File: src/rtl/mag_pkg.sv
package mag_pkg;
  localparam int ADDR_W_DEF    = 24;
  localparam int DISP_W_DEF    = 12;
  localparam int REG_AW_DEF    = 4;
  localparam int BOARD_OFF_DEF = 18;
  localparam int NUM_BOARD_DEF = 14;
  localparam int LANE_W_DEF    = 3;

  typedef struct packed {
    logic loadBase;   // MAR <= disp + base
    logic addIdx;     // MAR <= MAR + index
    logic finish;     // address complete after this edge
    logic zeroOp;     // selected register is number 0
  } magStrobe_t;
endpackage

File: src/rtl/mag_ctrl.sv
module mag_ctrl
  import mag_pkg::*;
#(
  parameter int REG_AW = REG_AW_DEF
) (
  input  logic              clk,
  input  logic              rst_n,
  input  logic              calcValid,
  input  logic [REG_AW-1:0] baseSel,
  input  logic [REG_AW-1:0] idxSel,
  output logic [REG_AW-1:0] rdSel,
  output magStrobe_t        strb,
  output logic              busyQ
);
  logic [REG_AW-1:0] idxQ;
  logic              needIdx;

  assign needIdx = (idxSel != '0);

  always_comb begin
    strb   = '0;
    rdSel  = busyQ ? idxQ : baseSel;
    if (busyQ) begin
      strb.addIdx = 1'b1;
      strb.finish = 1'b1;
    end else if (calcValid) begin
      strb.loadBase = 1'b1;
      strb.finish   = !needIdx;
    end
    strb.zeroOp = (rdSel == '0);
  end

  always_ff @(posedge clk) begin
    if (!rst_n) begin
      busyQ <= 1'b0;
      idxQ  <= '0;
    end else if (!busyQ && calcValid && needIdx) begin
      busyQ <= 1'b1;
      idxQ  <= idxSel;
    end else begin
      busyQ <= 1'b0;
    end
  end

  AST_BUSY_ONE_CYCLE: assert property (@(posedge clk) disable iff (!rst_n)
    busyQ |=> !busyQ);
  AST_BUSY_CAUSE: assert property (@(posedge clk) disable iff (!rst_n)
    busyQ |-> $past(calcValid && (idxSel != '0)));
endmodule

File: src/rtl/mag_dpath.sv
module mag_dpath
  import mag_pkg::*;
#(
  parameter int ADDR_W    = ADDR_W_DEF,
  parameter int DISP_W    = DISP_W_DEF,
  parameter int BOARD_OFF = BOARD_OFF_DEF,
  parameter int NUM_BOARD = NUM_BOARD_DEF,
  parameter int LANE_W    = LANE_W_DEF
) (
  input  logic                 clk,
  input  logic                 rst_n,
  input  magStrobe_t           strb,
  input  logic [DISP_W-1:0]    dispIn,
  input  logic [ADDR_W-1:0]    regRdData,
  output logic [ADDR_W-1:0]    mar,
  output logic [LANE_W-1:0]    laneOff,
  output logic [NUM_BOARD-1:0] boardSel,
  output logic                 addrErr,
  output logic                 addrReady
);
  localparam int BRD_W = ADDR_W - BOARD_OFF;

  logic [ADDR_W-1:0] dispExt, opA, opB, sum;
  logic [BRD_W-1:0]  boardIdx;

  assign dispExt = {{(ADDR_W-DISP_W){1'b0}}, dispIn};
  assign opA     = strb.loadBase ? dispExt : mar;
  assign opB     = strb.zeroOp ? '0 : regRdData;
  assign sum     = opA + opB;

  always_ff @(posedge clk) begin
    if (!rst_n) begin
      mar       <= '0;
      addrReady <= 1'b0;
    end else begin
      if (strb.loadBase || strb.addIdx) mar <= sum;
      addrReady <= strb.finish;
    end
  end

  assign laneOff  = mar[LANE_W-1:0];
  assign boardIdx = mar[ADDR_W-1:BOARD_OFF];
  assign addrErr  = (boardIdx >= BRD_W'(NUM_BOARD));

  for (genvar g = 0; g < NUM_BOARD; g++) begin : gBoard
    assign boardSel[g] = (boardIdx == BRD_W'(g));
  end

  AST_MAR_HOLD: assert property (@(posedge clk) disable iff (!rst_n)
    !(strb.loadBase || strb.addIdx) |=> $stable(mar));
  AST_BOARD_ONEHOT: assert property (@(posedge clk) disable iff (!rst_n)
    $onehot0(boardSel));
  AST_ERR_NO_BOARD: assert property (@(posedge clk) disable iff (!rst_n)
    addrErr |-> (boardSel == '0));
endmodule

File: src/rtl/mar_addr_gen.sv
module mar_addr_gen
  import mag_pkg::*;
#(
  parameter int ADDR_W    = ADDR_W_DEF,
  parameter int DISP_W    = DISP_W_DEF,
  parameter int REG_AW    = REG_AW_DEF,
  parameter int BOARD_OFF = BOARD_OFF_DEF,
  parameter int NUM_BOARD = NUM_BOARD_DEF,
  parameter int LANE_W    = LANE_W_DEF
) (
  input  logic                 clk,
  input  logic                 rst_n,
  input  logic                 calcValid,
  input  logic [DISP_W-1:0]    dispIn,
  input  logic [REG_AW-1:0]    baseSel,
  input  logic [REG_AW-1:0]    idxSel,
  output logic [REG_AW-1:0]    regRdAddr,
  input  logic [ADDR_W-1:0]    regRdData,
  output logic [ADDR_W-1:0]    mar,
  output logic [LANE_W-1:0]    laneOff,
  output logic [NUM_BOARD-1:0] boardSel,
  output logic                 addrErr,
  output logic                 addrReady,
  output logic                 busy
);
  magStrobe_t strb;

  mag_ctrl #(.REG_AW(REG_AW)) u_ctrl (
    .clk(clk), .rst_n(rst_n), .calcValid(calcValid),
    .baseSel(baseSel), .idxSel(idxSel),
    .rdSel(regRdAddr), .strb(strb), .busyQ(busy)
  );

  mag_dpath #(
    .ADDR_W(ADDR_W), .DISP_W(DISP_W), .BOARD_OFF(BOARD_OFF),
    .NUM_BOARD(NUM_BOARD), .LANE_W(LANE_W)
  ) u_dpath (
    .clk(clk), .rst_n(rst_n), .strb(strb), .dispIn(dispIn),
    .regRdData(regRdData), .mar(mar), .laneOff(laneOff),
    .boardSel(boardSel), .addrErr(addrErr), .addrReady(addrReady)
  );

  AST_READY_NOT_BUSY: assert property (@(posedge clk) disable iff (!rst_n)
    addrReady |-> !busy);
endmodule

File: config.mk
export PLATFORM = sky130hd
export DESIGN_NAME = mar_addr_gen
export DESIGN_NICKNAME = d
export VERILOG_FILES = /design/src/rtl/mag_pkg.sv /design/src/rtl/mag_ctrl.sv /design/src/rtl/mag_dpath.sv /design/src/rtl/mar_addr_gen.sv
export SDC_FILE = /design/constraint.sdc
export NUM_CORES = 1
export LEC_CHECK = 0
export ABC_AREA = 1
export BUFFER_PORTS_ARGS = -buffer_cell sky130_fd_sc_hd__buf_2
export CAP_MARGIN = 20
export CORE_MARGIN = 2
export CORE_UTILIZATION = 45
export DETAILED_ROUTE_END_ITERATION = 8
export GPL_ROUTABILITY_DRIVEN = 0
export HOLD_SLACK_MARGIN = 0.02
export PLACE_DENSITY = 0.7
export SYNTH_ARGS = -nofsm -noshare
export SYNTH_HDL_FRONTEND = slang
export SYNTH_SLANG_ARGS = --single-unit
File: constraint.sdc
create_clock -name clk -period 2.8 [get_ports clk]
set_input_delay 0.14 -clock clk [delete_from_list [all_inputs] [get_ports clk]]
set_output_delay 0.14 -clock clk [all_outputs]
set_load 0.05 [all_outputs]
# Word level (Yosys, flattened, before mapping)
# Cells that the tools add are included.
# classes
n_addsub	1
n_lt_le_gt_ge	1
n_eq_ne	13
mux	9
n_reduce_logical	8
# op_table
op	n
2-to-1 mux 24 bit	2
equality test 6 x 4 -> 1 bit, second input constant	6
adder 24 bit	1
equality test 6 x 3 -> 1 bit, second input constant	4
equality test 6 x 2 -> 1 bit, second input constant	2
equality test 6 x 1 -> 1 bit, second input constant	1
>= comparator 6 x 4 -> 1 bit, second input constant	1
logical NOT 6 bit	1
2-to-1 mux 1 bit	6
logical NOT 4 bit	1
2-to-1 mux 4 bit	1
nonzero test 4 bit	1
logical AND 1 bit	2
logical NOT 1 bit	2
logical OR 1 bit	1
# totals
register_bits	30
word_cells	36

# Depth between registers and ports, before layout
# Gate-level depths: netlist of the first run.
# depth
depth_word	4
mapped_depth	21
depth_no_buf	20

# Cells and area by module
# From an unflattened synthesis of the first run, not the netlist that was laid out.
# hier_totals
hier_cells	650
hier_area_um2	3457.1
# modules_own_cells
module	instances	cells_per_inst	area_each_um2	seq_area_each_um2
mag_dpath	1	606	3173.0	500.5
mag_ctrl	1	44	284.0	100.1

# Worst setup path before layout of the first run
# No wires, ideal clock.
# synth_timing
path_type	register to register
from	register u_ctrl.busyQ
to	register u_dpath.mar[8]
setup_time_ns	0.115
arrival_time_ns	2.897
t_required_ns	2.685
slack_ns	-0.213
path_stages_with_launch	17
synth_period_minus_slack_ns	3.013
path_cell_list	dfxtp_1 -> inv_2 -> nand2_2 -> nand2_2 -> nor2_2 -> nand2_2 -> inv_1 -> buf_4 -> nor2_1 -> fa_1 -> inv_1 -> nor2_1 -> nor2_1 -> o21bai_2 -> xor2_1 -> o21ai_0 -> inv_1
# synth_via
elab_chain_cells	4
# synth_lines
item	line	source
start: declaration	mag_ctrl.sv:13	output logic busyQ
start signal: assignment	mag_ctrl.sv:35	busyQ <= 1'b0;
start signal: assignment	mag_ctrl.sv:38	busyQ <= 1'b1;
start signal: assignment	mag_ctrl.sv:41	busyQ <= 1'b0;
2-to-1 mux 4 bit	mag_ctrl.sv:22	rdSel = busyQ ? idxQ : baseSel;
via regRdAddr[1]	mar_addr_gen.sv:17	output logic [REG_AW-1:0] regRdAddr,
logical NOT 4 bit	mag_ctrl.sv:30	strb.zeroOp = (rdSel == '0);
2-to-1 mux 24 bit	mag_dpath.sv:28	assign opB = strb.zeroOp ? '0 : regRdData;
adder 24 bit	mag_dpath.sv:29	assign sum = opA + opB;
end signal: assignment	mag_dpath.sv:36	if (strb.loadBase || strb.addIdx) mar <= sum;
end: declaration	mag_dpath.sv:15	output logic [ADDR_W-1:0] mar,
# The timed path passes the listed nets, and every way through them passes these cells.
# A chain may end at the register's enable or synchronous reset.

# Final worst setup path of the first run
# layout_timing
from	register u_ctrl.busyQ
to	register u_dpath.mar[17]
# layout_via
elab_chain_cells	4
# layout_lines
item	line
2-to-1 mux 4 bit	mag_ctrl.sv:22
logical NOT 4 bit	mag_ctrl.sv:30
2-to-1 mux 24 bit	mag_dpath.sv:28
adder 24 bit	mag_dpath.sv:29
# Parallel ways exist; a longest one is shown, timed or not.

==> results of run 1 <==
[stage by stage]
step	hold WS [ns]	utilization, %	total power, mW	TNS, ns	setup slack, ns
global route	0.1202	56.81	2.251	-0.002964	-0.002623
global placement	0.4061	54.02	1.636	0	0.1323
finish	0.1163	56.81	2.093	0	0.1909
detailed placement	0.4175	54.02	1.649	0	0.04744
floorplan	0.2757	-	1.392	0	0.02570
CTS	0.1125	55.27	2.045	0	0.03804
[worst max-delay path, stage by stage, from the launching register on]
cell,delay (ns)
sky130_fd_sc_hd__dfxtp_4,0.39
sky130_fd_sc_hd__inv_2,0.08
sky130_fd_sc_hd__nand2_2,0.07
sky130_fd_sc_hd__nand2_2,0.06
sky130_fd_sc_hd__nor2_2,0.11
sky130_fd_sc_hd__nand2_2,0.09
sky130_fd_sc_hd__inv_1,0.12
sky130_fd_sc_hd__buf_6,0.17
sky130_fd_sc_hd__nor2_1,0.05
sky130_fd_sc_hd__ha_1,0.34
sky130_fd_sc_hd__nand2_2,0.14
sky130_fd_sc_hd__inv_1,0.06
sky130_fd_sc_hd__nand2_1,0.06
sky130_fd_sc_hd__nand2_1,0.07
sky130_fd_sc_hd__nand3b_1,0.28
sky130_fd_sc_hd__nand2_2,0.13
sky130_fd_sc_hd__nand2_1,0.05
sky130_fd_sc_hd__nand2_1,0.05
sky130_fd_sc_hd__nand3_1,0.06
sky130_fd_sc_hd__nand2_1,0.09
sky130_fd_sc_hd__inv_1,0.04
[metal layers]
layer  track usage (%)  routed length (um)  vias up
met4             6.944                 121        0
li1                  -                   -     2094
met3             4.758                 622       14
met1             31.10                4553     1788
met2             41.17                4673      134
met5                 0                   0        -
[final timing paths]
check,cells past startpoint,slack (ns),to,start
worst max-delay path,20,0.19,u_dpath.mar[17]$_SDFFE_PN0P_,u_ctrl.busyQ$_SDFF_PN0_
worst min-delay path,3,0.12,u_ctrl.idxQ[2]$_SDFFE_PN0P_,idxSel[2]
worst max register to register,20,0.19,u_dpath.mar[17]$_SDFFE_PN0P_,u_ctrl.busyQ$_SDFF_PN0_
worst min register to register,2,0.49,u_ctrl.idxQ[3]$_SDFFE_PN0P_,u_ctrl.idxQ[3]$_SDFFE_PN0P_
[state kept, by name, indices dropped and copies added, names as in the netlist]
signal	flops
u_dpath.addrReady	1
u_dpath.mar	24
u_ctrl.busyQ	1
u_ctrl.idxQ	4
[cell families after synthesis]
group	count (synthesis)	synth area share, %
adders and majority gates	24	9.074
DFF	30	17.71
and+or+nand+nor	351	42.79
xor gates and xnor gates	7	1.807
buffers and inverters	152	18.04
AOI/OAI and AO/OA	68	10.59
[what timing repair did]
| item | in CTS | in global routing |
|---|---|---|
| setup buffers | 0 | 3 |
| hold buffers | 0 | 0 |
| endpoints found under the setup margin | 0 | 16 |
| gates resized for setup | 0 | 31 |
[power groups by stage]
stage	combinational, mW	clock (mW)	sequential, mW
2_1_floorplan	0.695	0	0.697
3_3_place_gp	1.11	0	0.524
3_5_place_dp	1.12	0	0.526
4_1_cts	1.13	0.398	0.516
5_1_grt	1.30	0.423	0.523
6_report	1.19	0.390	0.516
[cell usage in the layout (no fill, tap or decap), types with 3 or more instances in the layout]
cell and count:
sky130_fd_sc_hd__nand2_1 188, sky130_fd_sc_hd__inv_1 135, sky130_fd_sc_hd__buf_2 94, sky130_fd_sc_hd__nor2_1 83
sky130_fd_sc_hd__nand3_1 35, sky130_fd_sc_hd__a21oi_1 35, sky130_fd_sc_hd__dfxtp_1 29, sky130_fd_sc_hd__o21ai_0 24
sky130_fd_sc_hd__nand2_2 20, sky130_fd_sc_hd__ha_1 16, sky130_fd_sc_hd__nor2_2 11, sky130_fd_sc_hd__ha_2 7
sky130_fd_sc_hd__buf_4 7, sky130_fd_sc_hd__clkbuf_8 6, sky130_fd_sc_hd__nand4_1 5, sky130_fd_sc_hd__xor2_1 4
sky130_fd_sc_hd__xnor2_1 3, sky130_fd_sc_hd__a21oi_2 3
[cell type report]
cell class                 count  area [um2]  share of cell area (%)
multi-input combinational    450        2255                   54.42
sequential                    30       604.3                   14.59
timing repair buffer         103       545.5                   13.17
inverter                     138       523.0                   12.62
tap                           99       123.9                   2.990
clock buffer                   7       86.33                   2.084
clock inverter                 1       5.005                  0.1208
==> results_dict.tcl, run 1 <==
set metrics [dict create \
    pwr-share-clk_pct 18.6 \
    first_pass_iters 5 \
    initial_core_util_pct 46.52 \
    detail_route.drc_violations 0 \
    power.share.switching_pct 50.37 \
    synth_commonest_cells "sky130_fd_sc_hd__nand2_1, sky130_fd_sc_hd__inv_1, sky130_fd_sc_hd__nor2_1" \
    slew_headroom_pct 43.09 \
    synth_warnings 0 \
    overall_die_area_mm2 0.008248 \
    fin_crit_sh_pct 93.18 \
    synth_top_flop_cell "sky130_fd_sc_hd__dfxtp_1" \
    cp-start-kind "flop" \
    num-nets-final 799 \
    floorplan.rows 31 \
    die_y_um 90.82 \
    synth_seq_area_share_pct 17.71 \
    first_global_vias 3773 \
    cp_max_fo 12 \
    grt_start_max_net_pins 32 \
    non_filler_cells_final 828 \
    synth.largest_area_cell "sky130_fd_sc_hd__nand2_1" \
    maxSlewViolCount 0 \
    internal_power_mw 1.039 \
    final_min_period_ns 2.609 \
    clock_sinks 30 \
    io_buffers 94 \
    finalClockSkew_ns 0.007313 \
    worst-endpoint-required_ns 3.00 \
    detailed_place_hpwl_mm 7.763 \
    grt_use_total_pct 24.22 \
    ant_nets 0 \
    place_area_mm2 0.003939 \
    postRouteWirelength_mm 9.972 \
    cp_data_arrival_time_ns 2.81 \
    netlist_instances 632 \
    die_width_um 90.82 \
    finalHoldViolations 0 \
    core-area_mm2 0.007292 \
    leakagePower_nw 2.554 \
    powerDensity_mw_per_mm2 505.2 \
    sequentialPowerShare_pct 24.7 \
    power_frac_comb_pct 56.7 \
    syn_avg_cell_area_um2 5.367 \
    fmaxAchievable_ghz 0.3833 \
    drive_gt1_share_pct 22.09 \
    critical_path_class "flop to flop" \
    postSynthRegisterBits 30 \
    peakVddDrop_uv 285.2 \
    viasPerCell 4.867 \
    postSynth.asyncResetShare_pct 0 \
    num_vias 4030 \
    antennaDiodeCount 0 \
    mappedNetlistNets 703 \
    place.detailed.instances 817 \
    cp-end-kind "flop" \
    outcome "complete, no violations" \
    netlist_top_cells_area "sky130_fd_sc_hd__nand2_1, sky130_fd_sc_hd__dfxtp_1, sky130_fd_sc_hd__inv_1" \
    area.growth.synth_to_final_pct 22.13 \
    cts_htree_levels 2 \
    report.final.setup_viol 0 \
    mapped_area_mm2 0.003392 \
    most_frequent_cell_after_synthesis "sky130_fd_sc_hd__nand2_1" \
    max-clock-path-buffers 2 \
    grt_pass1_wl_mm 16.59 \
    clk_pin_slew_ns 0.08 \
    io-pin-count 95 \
    cts_root_buffer "sky130_fd_sc_hd__clkbuf_8" \
    yosysTopAreaCellShare_pct 21.58 \
    worst-slew-pin-transition_ns 0.8527 \
    edff_count_synth 0 \
    nFillCells 805 \
    worstHoldPathType "input port to flop" \
    net-switching-power_mw 1.054 \
    cts_inserted_buffers 5 \
    dr.first_iter.drc_count 205 \
    tritoncts "done" \
    synth_cell_type_count 30 \
    maxCapViolCount 0 \
    clock_insertion_delay_worst_skew_ns 0.29 \
    wl_per_cell_um 12.04 \
    grt_remaining_overflow 0 \
    antenna_found_initial 0 \
    post_layout_inst_area_mm2 0.004143 \
]
No activity file was read; power rests on OpenSTA's default activity.
==> run 2, diff against run 1 <==
CORE_MARGIN = 4   (was 2)
==> run 2 against run 1 <==
Clock-buffer cell count shrank 1. Cell area shrank 0.54%. First-iteration DRC count grew 17%. Sequential share of layout area grew 0.080 points. Register-to-register slack is essentially flat. Sequential cell count is the same. Sequential power is essentially flat. Non-clock buffer count shrank 2. Critical path type unchanged. Critical endpoint unchanged. Largest power group unchanged.
==> results_dict.tcl, run 2 (synthesis gave the netlist of run 1 again) <==
set metrics [dict create \
    nFillCells 829 \
    crit_chain "inv_2, nand2_2, nand2_2, nor2_2, nand2_2, inv_1, buf_12, nor2_1, ha_1, nand2_2, inv_1, nand2_1, nand2_1, nand3b_1, nand2_2, nand2_1, nand2_1, nand3_1, nand2_1, inv_1" \
    final_min_period_ns 2.599 \
    cts_htree_levels 2 \
    outcome "complete, no violations" \
    cts_inserted_buffers 5 \
    num-nets-final 797 \
    rsz0062_at_grt "false" \
    clk_pin_slew_ns 0.08 \
    antennaDiodeCount 0 \
    cp_max_fo 22 \
    floorplan.rows 31 \
    grt_use_total_pct 22.70 \
    hold_critical_path_depth 3 \
    peakVddDrop_uv 243.0 \
    maxCapViolCount 0 \
    grt_pass1_wl_mm 16.32 \
    io_buffers 94 \
    ant_nets 0 \
    report.final.setup_viol 0 \
    leakagePower_nw 2.557 \
    clock_sinks 30 \
    multi_input_comb_area_mm2 0.002231 \
    dr.first_iter.drc_count 239 \
    maxSlewViolCount 0 \
    antenna_found_initial 0 \
    cts_root_buffer "sky130_fd_sc_hd__clkbuf_8" \
    io-pin-count 95 \
    most-common-layout-cells "sky130_fd_sc_hd__nand2_1, sky130_fd_sc_hd__inv_1, sky130_fd_sc_hd__buf_2" \
    first_pass_iters 5 \
    worst-endpoint-required_ns 3.00 \
    detailed_place_hpwl_mm 7.925 \
    cp_data_arrival_time_ns 2.80 \
    layout_top_registers "u_dpath.mar x24, u_ctrl.idxQ x4" \
    cp-start-kind "flop" \
    number_of_flip_flops_under_the_largest_register_name 24 \
    crit_path_max_incr_delay_ns 0.38 \
    fmaxAchievable_ghz 0.3848 \
    hold-worst-slack_ns 0.1106 \
    first_global_vias 3660 \
    die_y_um 94.82 \
    wl_per_cell_um 12.26 \
    die_width_um 94.82 \
    cts-resized-gates 0 \
    postRouteWirelength_mm 10.13 \
    fin_crit_sh_pct 92.82 \
    worstHoldPathType "input port to flop" \
    clock_insertion_delay_worst_skew_ns 0.29 \
    worst-r2r-cell-count 20 \
    detail_route.drc_violations 0 \
    cp-end-kind "flop" \
    number_of_setup_buffers_added_after_cts 0 \
    grt_remaining_overflow 0 \
    num_vias 3974 \
    viasPerCell 4.811 \
    commonest_non_fill_non_tap_cell_in_the_layout "sky130_fd_sc_hd__nand2_1" \
    timing.setup.tns_ns 0 \
    register_area_um2 604.3 \
    tritoncts "done" \
    cts-hold-fix-buffers 0 \
    worst-slew-pin-transition_ns 0.8828 \
    drive_gt1_share_pct 20.77 \
    critical_path_class "flop to flop" \
    largest_register "u_dpath.mar" \
    core-area_mm2 0.007292 \
    finalClockSkew_ns 0.009534 \
    timing.critical_path.slowest_stage_cell "sky130_fd_sc_hd__dfxtp_4" \
    slew_headroom_pct 41.08 \
    max-clock-path-buffers 2 \
    area.growth.synth_to_final_pct 21.47 \
    overall_die_area_mm2 0.008991 \
    initial_core_util_pct 46.52 \
    powerDensity_mw_per_mm2 506.9 \
    grt_start_max_net_pins 37 \
    finalHoldViolations 0 \
]
## run 2: metrics by stage
stage	worst slack, ns	utilization [%]	total power, mW	instances	area (um2)
4_1_cts	0.1017	55.77	2.062	826	4066
5_1_grt	0.005461	56.50	2.242	826	4120
6_report	0.2010	56.50	2.088	826	4120
2_1_floorplan	0.02570	-	1.392	632	3393
3_5_place_dp	0.1221	54.46	1.667	818	3971
3_3_place_gp	0.1653	54.46	1.653	818	3971
## run 2: report_power, final
| part | switching [mW] | internal [mW] |
|---|---|---|
| Clock | 0.197 | 0.198 |
| Combinational | 0.825 | 0.351 |
| Sequential | 0.0364 | 0.481 |
| Total | 1.06 | 1.03 |
## run 2: cell type report
type | count | share of cell area (%)
Multi-Input combinational cell | 450 | 54.15
Sequential cell | 30 | 14.67
Timing Repair Buffer | 101 | 13.30
Inverter | 138 | 12.57
Tap cell | 99 | 3.006
Clock buffer | 6 | 2.004
Clock inverter | 2 | 0.3037
## run 2: layer usage
metal / global-route usage [%] / part of all wire, % / up-vias
met1: 29.17 / 45 / 1723
met4: 6.611 / 1.4 / 0
li1: - / - / 2096
met5: 0 / 0 / -
met3: 3.347 / 7.2 / 15
met2: 39.17 / 47 / 140
## run 2: final timing paths
kind / startpoint / end / slack (ns)
worst min register to register: u_ctrl.idxQ[0]$_SDFFE_PN0P_ / u_ctrl.idxQ[0]$_SDFFE_PN0P_ / 0.48
worst min-delay path: idxSel[0] / u_ctrl.idxQ[0]$_SDFFE_PN0P_ / 0.11
worst max-delay path: u_ctrl.busyQ$_SDFF_PN0_ / u_dpath.mar[17]$_SDFFE_PN0P_ / 0.20
worst max register to register: u_ctrl.busyQ$_SDFF_PN0_ / u_dpath.mar[17]$_SDFFE_PN0P_ / 0.20
## run 2: critical path, delay by kind of cell, from the launching register on
kind / cells / cell delay, ns
simple gates: 14 / 1.32
flops: 1 / 0.38
buf+inv: 5 / 0.46
fa+ha+maj: 1 / 0.36
==> run 3, diff against run 2 <==
MAX_ROUTING_LAYER = met4   (was unset)
==> run 3 against run 2 <==
Wire length shrank 0.19%. Hold slack better by 0.0038 ns. Highest routed layer unchanged. Sequential power about the same. Combinational power barely moved.
==> results_dict.tcl, run 3 (synthesis gave the netlist of run 1 again) <==
set metrics [dict create \
    core-area_mm2 0.007292 \
    io_buffers 94 \
    report.final.setup_viol 0 \
    cts-hold-fix-buffers 0 \
    drive_gt1_share_pct 20.77 \
    pwr-share-clk_pct 18.9 \
    cp-end-kind "flop" \
    initial_core_util_pct 46.52 \
    grt_pass1_wl_mm 16.33 \
    final_min_period_ns 2.586 \
    powerDensity_mw_per_mm2 506.4 \
    critical_path_class "flop to flop" \
    sequentialPowerShare_pct 24.8 \
    num-nets-final 797 \
    worst-endpoint-required_ns 3.00 \
    rsz0062_at_grt "false" \
    non_filler_cells_final 826 \
    floorplan.rows 31 \
    finalHoldViolations 0 \
    peakVddDrop_uv 242.7 \
    io-pin-count 95 \
    fmaxAchievable_ghz 0.3867 \
    power_frac_comb_pct 56.4 \
    cts_root_buffer "sky130_fd_sc_hd__clkbuf_8" \
    r2r_slack_ns 0.21 \
    antenna_found_initial 0 \
    ant_nets 0 \
    tritoncts "done" \
    worst-slew-pin-transition_ns 0.8647 \
    clock_insertion_delay_worst_skew_ns 0.29 \
    power.share.switching_pct 50.66 \
    area.growth.synth_to_final_pct 21.47 \
    fin_crit_sh_pct 92.37 \
    most-common-layout-cells "sky130_fd_sc_hd__nand2_1, sky130_fd_sc_hd__inv_1, sky130_fd_sc_hd__buf_2" \
    grt_start_max_net_pins 37 \
    power_mw 2.086 \
    clk_pin_slew_ns 0.08 \
    largest_register "u_dpath.mar" \
    slew_headroom_pct 42.29 \
    first_global_vias 3665 \
    post_layout_inst_area_mm2 0.004120 \
    commonest_non_fill_non_tap_cell_in_the_layout "sky130_fd_sc_hd__nand2_1" \
    die_width_um 94.82 \
    internal_power_mw 1.029 \
    grt_use_total_pct 23.36 \
    maxSlewViolCount 0 \
    wl_per_cell_um 12.24 \
    detailed_place_hpwl_mm 7.925 \
    layout_top_registers "u_dpath.mar x24, u_ctrl.idxQ x4" \
    nFillCells 829 \
    cp_max_fo 22 \
    number_of_flip_flops_under_the_largest_register_name 24 \
    timing.setup.tns_ns 0 \
    maxCapViolCount 0 \
    dr.first_iter.drc_count 233 \
    num_vias 3978 \
    postRouteWirelength_mm 10.11 \
    cp_data_arrival_time_ns 2.79 \
    cts-resized-gates 0 \
    layout.core_utilization_pct 56.50 \
    viasPerCell 4.816 \
    overall_die_area_mm2 0.008991 \
    number_of_setup_buffers_added_after_cts 0 \
    net-switching-power_mw 1.057 \
    leakagePower_nw 2.557 \
    cp-start-kind "flop" \
    clock_sinks 30 \
    grt_remaining_overflow 0 \
    cts_inserted_buffers 5 \
    antennaDiodeCount 0 \
    place_area_mm2 0.003971 \
    die_y_um 94.82 \
    max-clock-path-buffers 2 \
    cts_htree_levels 2 \
    finalClockSkew_ns 0.01023 \
    worstHoldPathType "input port to flop" \
    place.detailed.instances 818 \
    first_pass_iters 5 \
    outcome "complete, no violations" \
    detail_route.drc_violations 0 \
]
run 3: worst paths after layout:
| kind | depth (start not counted) | startpoint | endpoint |
|---|---|---|---|
| setup / recovery | 20 | u_ctrl.busyQ$_SDFF_PN0_ | u_dpath.mar[17]$_SDFFE_PN0P_ |
| hold / removal | 3 | idxSel[0] | u_ctrl.idxQ[0]$_SDFFE_PN0P_ |
| setup reg to reg | 20 | u_ctrl.busyQ$_SDFF_PN0_ | u_dpath.mar[17]$_SDFFE_PN0P_ |
| hold reg to reg | 2 | u_ctrl.idxQ[0]$_SDFFE_PN0P_ | u_ctrl.idxQ[0]$_SDFFE_PN0P_ |
run 3: per-layer routing:
metal	up-vias	track usage, %	wire length [um]
met5	-	-	0
met4	0	6.611	138
met3	12	2.869	627
met2	121	39.17	4782
met1	1748	29.51	4561
li1	2097	-	-
run 3: stage by stage:
stage | hold WS [ns] | setup slack (ns)
6_report | 0.1144 | 0.2137
5_1_grt | 0.1458 | 0.005461
4_1_cts | 0.1101 | 0.1017
3_5_place_dp | 0.4157 | 0.1221
3_3_place_gp | 0.4130 | 0.1653
2_1_floorplan | 0.2757 | 0.02570
run 3: area by class of cell:
type / count / area, um2 / area share (%)
clock buffer: 6 / 82.58 / 2.004
inverter: 138 / 518.0 / 12.57
tap: 99 / 123.9 / 3.006
multi-input combinational: 450 / 2231 / 54.15
clock inverter: 2 / 12.51 / 0.3037
sequential: 30 / 604.3 / 14.67
timing repair buffer: 101 / 548.0 / 13.30
run 3: worst max-delay path, cell delays in order (launching register included):
cell	delay (ns)
sky130_fd_sc_hd__dfxtp_4	0.38
sky130_fd_sc_hd__inv_2	0.07
sky130_fd_sc_hd__nand2_2	0.06
sky130_fd_sc_hd__nand2_2	0.05
sky130_fd_sc_hd__nor2_2	0.11
sky130_fd_sc_hd__nand2_2	0.09
sky130_fd_sc_hd__inv_1	0.12
sky130_fd_sc_hd__buf_12	0.18
sky130_fd_sc_hd__nor2_1	0.06
sky130_fd_sc_hd__ha_1	0.35
sky130_fd_sc_hd__nand2_2	0.14
sky130_fd_sc_hd__inv_1	0.05
sky130_fd_sc_hd__nand2_1	0.06
sky130_fd_sc_hd__nand2_1	0.07
sky130_fd_sc_hd__nand3b_1	0.26
sky130_fd_sc_hd__nand2_2	0.15
sky130_fd_sc_hd__nand2_1	0.06
sky130_fd_sc_hd__nand2_1	0.05
sky130_fd_sc_hd__nand3_1	0.06
sky130_fd_sc_hd__nand2_1	0.09
sky130_fd_sc_hd__inv_1	0.04
run 3: power by group through the flow:
stage,clock network (mW),logic [mW],registers [mW]
2_1_floorplan,0,0.695,0.697
3_3_place_gp,0,1.13,0.525
3_5_place_dp,0,1.14,0.527
4_1_cts,0.400,1.15,0.517
5_1_grt,0.420,1.30,0.525
6_report,0.393,1.18,0.517
